### src/rtl/sg_pkg.sv
package sg_pkg;

  localparam int unsigned SG_PAGES_DEF      = 32;
  localparam int unsigned SG_PAGE_BYTES_DEF = 1024;
  localparam int unsigned SG_DATA_W_DEF     = 32;

  // control/status bit positions (software decodes these)
  localparam int unsigned CTL_ERASE = 0;
  localparam int unsigned CTL_BUSY  = 1;
  localparam int unsigned CTL_WERR  = 2;

  typedef enum logic {
    SEL_PROT = 1'b0,
    SEL_CTRL = 1'b1
  } reg_sel_e;

  function automatic int unsigned words_per_page(int unsigned page_bytes,
                                                 int unsigned data_w);
    return page_bytes / (data_w / 8);
  endfunction

  function automatic int unsigned page_of_word(int unsigned waddr,
                                               int unsigned page_shift);
    return waddr >> page_shift;
  endfunction

endpackage

### src/rtl/sg_prot_reg.sv
module sg_prot_reg
  import sg_pkg::*;
#(
  parameter int unsigned PAGES = SG_PAGES_DEF
) (
  input  logic             clk,
  input  logic             rst_n,
  input  logic             set_we,
  input  logic [PAGES-1:0] set_mask,
  output logic [PAGES-1:0] bits
);

  logic [PAGES-1:0] set_now;
  assign set_now = set_we ? set_mask : '0;

  // bits can only rise; reset is the sole way down
  always_ff @(posedge clk or negedge rst_n) begin
    if (!rst_n) bits <= '0;
    else        bits <= bits | set_now;
  end

  AST_PROT_SET: assert property (@(posedge clk) disable iff (!rst_n)
    set_we |=> ((bits & $past(set_mask)) == $past(set_mask)));
  AST_PROT_NO_CLEAR: assert property (@(posedge clk) disable iff (!rst_n)
    1'b1 |=> ((bits & $past(bits)) == $past(bits)));

endmodule

### src/rtl/sg_erase_engine.sv
module sg_erase_engine
  import sg_pkg::*;
#(
  parameter int unsigned WORDS = 8192,
  parameter int unsigned AW    = 13
) (
  input  logic          clk,
  input  logic          rst_n,
  input  logic          start,
  output logic          busy,
  output logic [AW-1:0] addr,
  output logic          last
);

  localparam logic [AW-1:0] LAST_ADDR = AW'(WORDS - 1);

  assign last = busy && (addr == LAST_ADDR);

  always_ff @(posedge clk or negedge rst_n) begin
    if (!rst_n) begin
      busy <= 1'b0;
      addr <= '0;
    end else if (busy) begin
      if (last) begin
        busy <= 1'b0;
        addr <= '0;
      end else begin
        addr <= addr + AW'(1);
      end
    end else if (start) begin
      busy <= 1'b1;
      addr <= '0;
    end
  end

  AST_ERASE_LAUNCH: assert property (@(posedge clk) disable iff (!rst_n)
    (!busy && start) |=> (busy && addr == '0));
  AST_ERASE_STEP: assert property (@(posedge clk) disable iff (!rst_n)
    (busy && !last) |=> (busy && addr == $past(addr) + AW'(1)));
  AST_ERASE_END: assert property (@(posedge clk) disable iff (!rst_n)
    last |=> !busy);
  AST_NO_RESTART: assert property (@(posedge clk) disable iff (!rst_n)
    (busy && start && addr != '0 && !last) |=> (addr != '0));

endmodule

### src/rtl/sg_access_gate.sv
module sg_access_gate
  import sg_pkg::*;
#(
  parameter int unsigned PAGES      = SG_PAGES_DEF,
  parameter int unsigned DATA_W     = SG_DATA_W_DEF,
  parameter int unsigned WORD_AW    = 13,
  parameter int unsigned PAGE_SHIFT = 8
) (
  input  logic               busy,
  input  logic [WORD_AW-1:0] erase_addr,
  input  logic [PAGES-1:0]   prot,
  input  logic               cpu_req,
  input  logic               cpu_we,
  input  logic [WORD_AW-1:0] cpu_waddr,
  input  logic [DATA_W-1:0]  cpu_wdata,
  output logic               cpu_gnt,
  output logic               ram_en,
  output logic               ram_we,
  output logic [WORD_AW-1:0] ram_addr,
  output logic [DATA_W-1:0]  ram_wdata,
  output logic               wr_blocked
);

  localparam int unsigned PAGE_W = $clog2(PAGES);

  logic [PAGE_W-1:0] page;
  logic              page_locked;
  logic              cpu_go;

  assign page        = PAGE_W'(page_of_word(32'(cpu_waddr), PAGE_SHIFT));
  assign page_locked = prot[page];
  assign cpu_go      = cpu_req && !busy;
  assign cpu_gnt     = cpu_go;
  assign wr_blocked  = cpu_go && cpu_we && page_locked;

  always_comb begin
    if (busy) begin
      ram_en    = 1'b1;
      ram_we    = 1'b1;
      ram_addr  = erase_addr;
      ram_wdata = '0;
    end else begin
      ram_en    = cpu_go && !wr_blocked;
      ram_we    = cpu_go && cpu_we && !page_locked;
      ram_addr  = cpu_waddr;
      ram_wdata = cpu_wdata;
    end
  end

endmodule

### src/rtl/sram_guard.sv
module sram_guard
  import sg_pkg::*;
#(
  parameter int unsigned PAGES      = SG_PAGES_DEF,
  parameter int unsigned PAGE_BYTES = SG_PAGE_BYTES_DEF,
  parameter int unsigned DATA_W     = SG_DATA_W_DEF,
  localparam int unsigned PAGE_WORDS = words_per_page(PAGE_BYTES, DATA_W),
  localparam int unsigned WORDS      = PAGES * PAGE_WORDS,
  localparam int unsigned WORD_AW    = $clog2(WORDS)
) (
  input  logic               clk,
  input  logic               rst_n,
  input  logic               opt_erase_on_reset,
  input  logic               reg_sel,
  input  logic               reg_wr,
  input  logic               reg_addr,
  input  logic [DATA_W-1:0]  reg_wdata,
  output logic [DATA_W-1:0]  reg_rdata,
  input  logic               cpu_req,
  input  logic               cpu_we,
  input  logic [WORD_AW-1:0] cpu_waddr,
  input  logic [DATA_W-1:0]  cpu_wdata,
  output logic               cpu_gnt,
  output logic               ram_en,
  output logic               ram_we,
  output logic [WORD_AW-1:0] ram_addr,
  output logic [DATA_W-1:0]  ram_wdata
);

  localparam int unsigned PAGE_SHIFT = $clog2(PAGE_WORDS);
  localparam int unsigned PAGE_W     = $clog2(PAGES);

  // named internal events
  logic               prot_wr;
  logic               ctrl_wr;
  logic               sw_erase;
  logic               err_clr;
  logic               boot_q;
  logic               boot_erase;
  logic               erase_start;
  logic               erase_busy;
  logic               erase_last;
  logic [WORD_AW-1:0] erase_addr;
  logic [PAGES-1:0]   prot_bits;
  logic               wr_blocked;
  logic               werr_q;

  assign prot_wr     = reg_sel && reg_wr && (reg_addr == SEL_PROT);
  assign ctrl_wr     = reg_sel && reg_wr && (reg_addr == SEL_CTRL);
  assign sw_erase    = ctrl_wr && reg_wdata[CTL_ERASE];
  assign err_clr     = ctrl_wr && reg_wdata[CTL_WERR];
  assign boot_erase  = boot_q && opt_erase_on_reset;
  assign erase_start = boot_erase || sw_erase;

  // one-cycle marker for the first edge after reset release
  always_ff @(posedge clk or negedge rst_n) begin
    if (!rst_n) boot_q <= 1'b1;
    else        boot_q <= 1'b0;
  end

  sg_prot_reg #(.PAGES(PAGES)) u_prot (
    .clk      (clk),
    .rst_n    (rst_n),
    .set_we   (prot_wr),
    .set_mask (reg_wdata[PAGES-1:0]),
    .bits     (prot_bits)
  );

  sg_erase_engine #(.WORDS(WORDS), .AW(WORD_AW)) u_wipe (
    .clk   (clk),
    .rst_n (rst_n),
    .start (erase_start),
    .busy  (erase_busy),
    .addr  (erase_addr),
    .last  (erase_last)
  );

  sg_access_gate #(
    .PAGES(PAGES), .DATA_W(DATA_W), .WORD_AW(WORD_AW), .PAGE_SHIFT(PAGE_SHIFT)
  ) u_gate (
    .busy       (erase_busy),
    .erase_addr (erase_addr),
    .prot       (prot_bits),
    .cpu_req    (cpu_req),
    .cpu_we     (cpu_we),
    .cpu_waddr  (cpu_waddr),
    .cpu_wdata  (cpu_wdata),
    .cpu_gnt    (cpu_gnt),
    .ram_en     (ram_en),
    .ram_we     (ram_we),
    .ram_addr   (ram_addr),
    .ram_wdata  (ram_wdata),
    .wr_blocked (wr_blocked)
  );

  // sticky write error: a new block beats a clear in the same cycle
  always_ff @(posedge clk or negedge rst_n) begin
    if (!rst_n)          werr_q <= 1'b0;
    else if (wr_blocked) werr_q <= 1'b1;
    else if (err_clr)    werr_q <= 1'b0;
  end

  always_comb begin
    reg_rdata = '0;
    if (reg_addr == SEL_PROT) begin
      reg_rdata[PAGES-1:0] = prot_bits;
    end else begin
      reg_rdata[CTL_ERASE] = erase_busy;
      reg_rdata[CTL_BUSY]  = erase_busy;
      reg_rdata[CTL_WERR]  = werr_q;
    end
  end

  AST_STALL_WHILE_BUSY: assert property (@(posedge clk) disable iff (!rst_n)
    erase_busy |-> (!cpu_gnt && ram_addr == erase_addr));
  AST_PROT_WRITE_BLOCKED: assert property (@(posedge clk) disable iff (!rst_n)
    (cpu_req && cpu_we && !erase_busy &&
     prot_bits[cpu_waddr[WORD_AW-1 -: PAGE_W]]) |-> (!ram_we && !ram_en));
  AST_WERR_STICKY: assert property (@(posedge clk) disable iff (!rst_n)
    wr_blocked |=> werr_q);
  AST_WERR_HOLD: assert property (@(posedge clk) disable iff (!rst_n)
    (werr_q && !err_clr) |=> werr_q);
  AST_BOOT_ERASE: assert property (@(posedge clk) disable iff (!rst_n)
    boot_erase |=> erase_busy);
  AST_WIPE_ZERO: assert property (@(posedge clk) disable iff (!rst_n)
    erase_busy |-> (ram_en && ram_we && ram_wdata == '0));
  AST_WIPE_KEEPS_PROT: assert property (@(posedge clk) disable iff (!rst_n)
    erase_busy |=> ((prot_bits & $past(prot_bits)) == $past(prot_bits)));

endmodule

### config.mk
export PLATFORM = sky130hd
export DESIGN_NAME = sram_guard
export DESIGN_NICKNAME = d
export VERILOG_FILES = /design/src/rtl/sg_pkg.sv /design/src/rtl/sg_prot_reg.sv /design/src/rtl/sg_erase_engine.sv /design/src/rtl/sg_access_gate.sv /design/src/rtl/sram_guard.sv
export SDC_FILE = /design/constraint.sdc
export NUM_CORES = 1
export LEC_CHECK = 0
export ABC_CLOCK_PERIOD_IN_PS = 1800
export CORE_MARGIN = 4
export CORE_UTILIZATION = 47
export CTS_BUF_LIST = sky130_fd_sc_hd__clkbuf_16
export DETAILED_ROUTE_END_ITERATION = 8
export DONT_BUFFER_PORTS = 1
export PLACE_DENSITY = 0.62
export SKIP_CTS_REPAIR_TIMING = 1
export SYNTH_ARGS = -nofsm -noshare
export SYNTH_HDL_FRONTEND = slang
export SYNTH_SLANG_ARGS = --single-unit
export TNS_END_PERCENT = 50
### constraint.sdc
create_clock -name clk -period 1.8 [get_ports clk]
set_clock_uncertainty 0.15 [all_clocks]
set_input_delay 0.18 -clock clk [delete_from_list [all_inputs] [get_ports clk]]
set_output_delay 0.18 -clock clk [all_outputs]
set_load 0.05 [all_outputs]
==> impl_results.md <==
- Layout cells sized above 1: 33.91%
- Die H: 85.53 um
- Final setup margin: -0.1535 ns
- Most used flip-flop cell after synthesis: dfrtp_1
- Clk root buf: clkbuf_16
- Die W: 85.53 um
- Syn Inst Count: 282
- Net Count, Synth: 368
- Critical R2R Capture: u_wipe.addr[12]
- Leakage: 0.001908 uW
- Critical Path AT: 1.62 ns
- DRC: 0
- Mapped Area: 2825 um2
- Netlist cell types: 40
- Core area: 5675 um2
- CTS Buf Count: 5
- Top cell type by total area after synthesis: dfrtp_1
- Post-synthesis sequential area ratio: 42.56%
- Mux cell area share after synthesis: 11.65%
- Vias per std cell: 5.260
- Routed vias: 2509
- Post-synth top cells: nor2b_1, dfrtp_1, a21o_1
- Clock slew at reported path FFs: 0.06 ns
- CTS tree: built
- FILL cells: 411
- Pre-CTS setup slack: -0.02824 ns
- Status: complete, but fails checks
- Fraction of registers with async set/reset: 100.0%
- Wire length per cell: 17.34 um
- RSZ-0062 raised after global routing: true
- Area growth syn-to-layout: 49.96%
- Area contributors post-synth: dfrtp_1, nor2b_1, a21o_1
- Worst skew pair latency: 0.28 ns
- PwrDens: 885.2 nW/um2
- Tot Pwr: 3750 uW
- Starting Density: 49.78%
- Xor/xnor cell area share of the yosys netlist: 1.860%
- Critical-path maximum fanout: 3
- Max IR drop VDD: 0.0007834 V
- Top-count cell post-synth: nor2b_1
- # setup viols final: 2
- Hold Path Depth: 3
- Startpoint types: flip-flop
- GR Util All Layers: 19.79%
- CP Capture Type: primary output
- EDFF count, synth: 0
- Synth Warn #: 0
- Largest net degree at the start of global routing: 51
- Total Wirelength: 8.269 mm
- DP HPWL: 5.806 mm
- Reg2Reg Launch Point: u_wipe.addr[1]
- Type of the worst setup path: reg2out
- Port Buffers: 0
- Hold wc startpoint: opt_erase_on_reset
- Nets: 489
- Ports: 165
- Worst reg2reg path depth: 6
- Vias in the first global route: 2352
- Clock Path Buffers: 2
- Final hold vios: 0
- DR pass1 iterations: 4
- Clock sinks: 48
- GP Congestion: 0.8289
- Synth Area in Compound Gates: 16.92%
- DRT iter0 DRCs: 96
- Yosys top cell area share: 41.63%
- First-pass GRT wire length: 11.69 mm
- H-tree levels: 2
- Min-Delay Endpoint: u_wipe.busy
- Max Freq: 511.9 MHz
- Ratio of final minimum period to clock period: 108.5%
- Rows: 27
- Mapped Avg Cell Area: 10.02 um2
- Number of synthesized register bits: 48
- Adder-cell area share of the yosys netlist: 0.4429%
- Post-layout minimum cycle time: 1.954 ns
- Largest family of logic cells by synthesized area: simple AND/OR/NAND/NOR gates
- Failing checks: setup timing
- Critical path required time: 1.47 ns
- Reg2Reg Setup Slack: 0.05 ns
- GRT overflow: 0
- Max Slew Vio Count: 0
- HP Class: in2reg
- Antenna violations before repair: 1
- Simple-gate area share of the yosys netlist: 23.60%
- DIE AREA: 7315 um2
- Antenna-violating nets left: 0
- Max Cap Viol: 0
## layout by cell type, fill, tap and decap left out, drive strengths merged, types with 4 or more instances in the layout
cell         instances
nor2b               65
o21ai                4
nor2                 7
nand2               20
a22o                 7
clkbuf               5
inv                  5
nand3                9
dlygate4sd3         34
dfrtp               47
buf                 94
a31oi                5
a21oi                8
a21o                30
mux2                15
mux2i               16
a22oi                4
## critical path: stages (launching register included)
cell     delay (ns)
dfrtp_1        0.38
mux2i_1        0.21
a22oi_1        0.09
nand3_1        0.10
nand4_1        0.12
buf_6          0.16
a21oi_4        0.14
buf_12         0.15
## state kept, by name (all words and copies together), names as in the netlist
register / cells
boot_q: 1
werr_q: 1
u_wipe.busy: 1
u_prot.bits: 32
u_wipe.addr: 13
## cell families after synthesis
group	after synthesis
simple gates	112
compound gates	65
flops	48
mux	31
buf+inv	18
xor+xnor	6
fa+ha+maj	1
other cells	1
## how the worst max path moves through the flow
stage	from	to	cells past startpoint
final	u_prot.bits[21]	ram_en	7
after global routing	u_prot.bits[25]	ram_en	7
after CTS	u_prot.bits[21]	ram_en	7
after detailed placement	u_wipe.addr[0]	u_wipe.addr[9]	6
after global placement	u_wipe.addr[0]	u_wipe.addr[9]	6
after floorplan	u_wipe.busy	reg_rdata[0]	4
## metal layers
metal  GRT usage (%)  share of wire (%)
met3           5.860                6.8
met5               0                  0
met2           33.40                 52
met1           24.31                 40
met4           6.331                1.3
## cell type report
type | count | area (um2) | area share, %
flip-flops and latches | 48 | 1204 | 28.41
repair buffers | 128 | 1111 | 26.23
clock inverters | 3 | 11.26 | 0.2658
multi-input cells | 217 | 1682 | 39.69
inverters | 3 | 11.26 | 0.2658
clock buffers | 5 | 125.1 | 2.953
diodes | 1 | 2.502 | 0.05907
well taps | 72 | 90.09 | 2.126
## report_power, final
| part | switching [uW] | leakage, uW | internal [uW] |
|---|---|---|---|
| Sequential | 146 | 0.000484 | 1210 |
| Clock | 365 | 0.0000738 | 500 |
| Combinational | 922 | 0.00135 | 603 |
## stage by stage
step	instance area, um2	std cells	hold WS, ns	util (%)	TNS (ns)
floorplan	2869	282	-0.2656	-	-2.107
global placement	3571	425	-0.2644	62.92	0
detailed placement	3571	425	-0.2638	62.92	-0.02824
CTS	3707	433	-0.5682	65.32	-0.4081
global route	4237	477	0.1232	74.65	-0.5529
finish	4237	477	0.1104	74.65	-0.3020
Note: power is estimated with default switching activity, not from simulation.
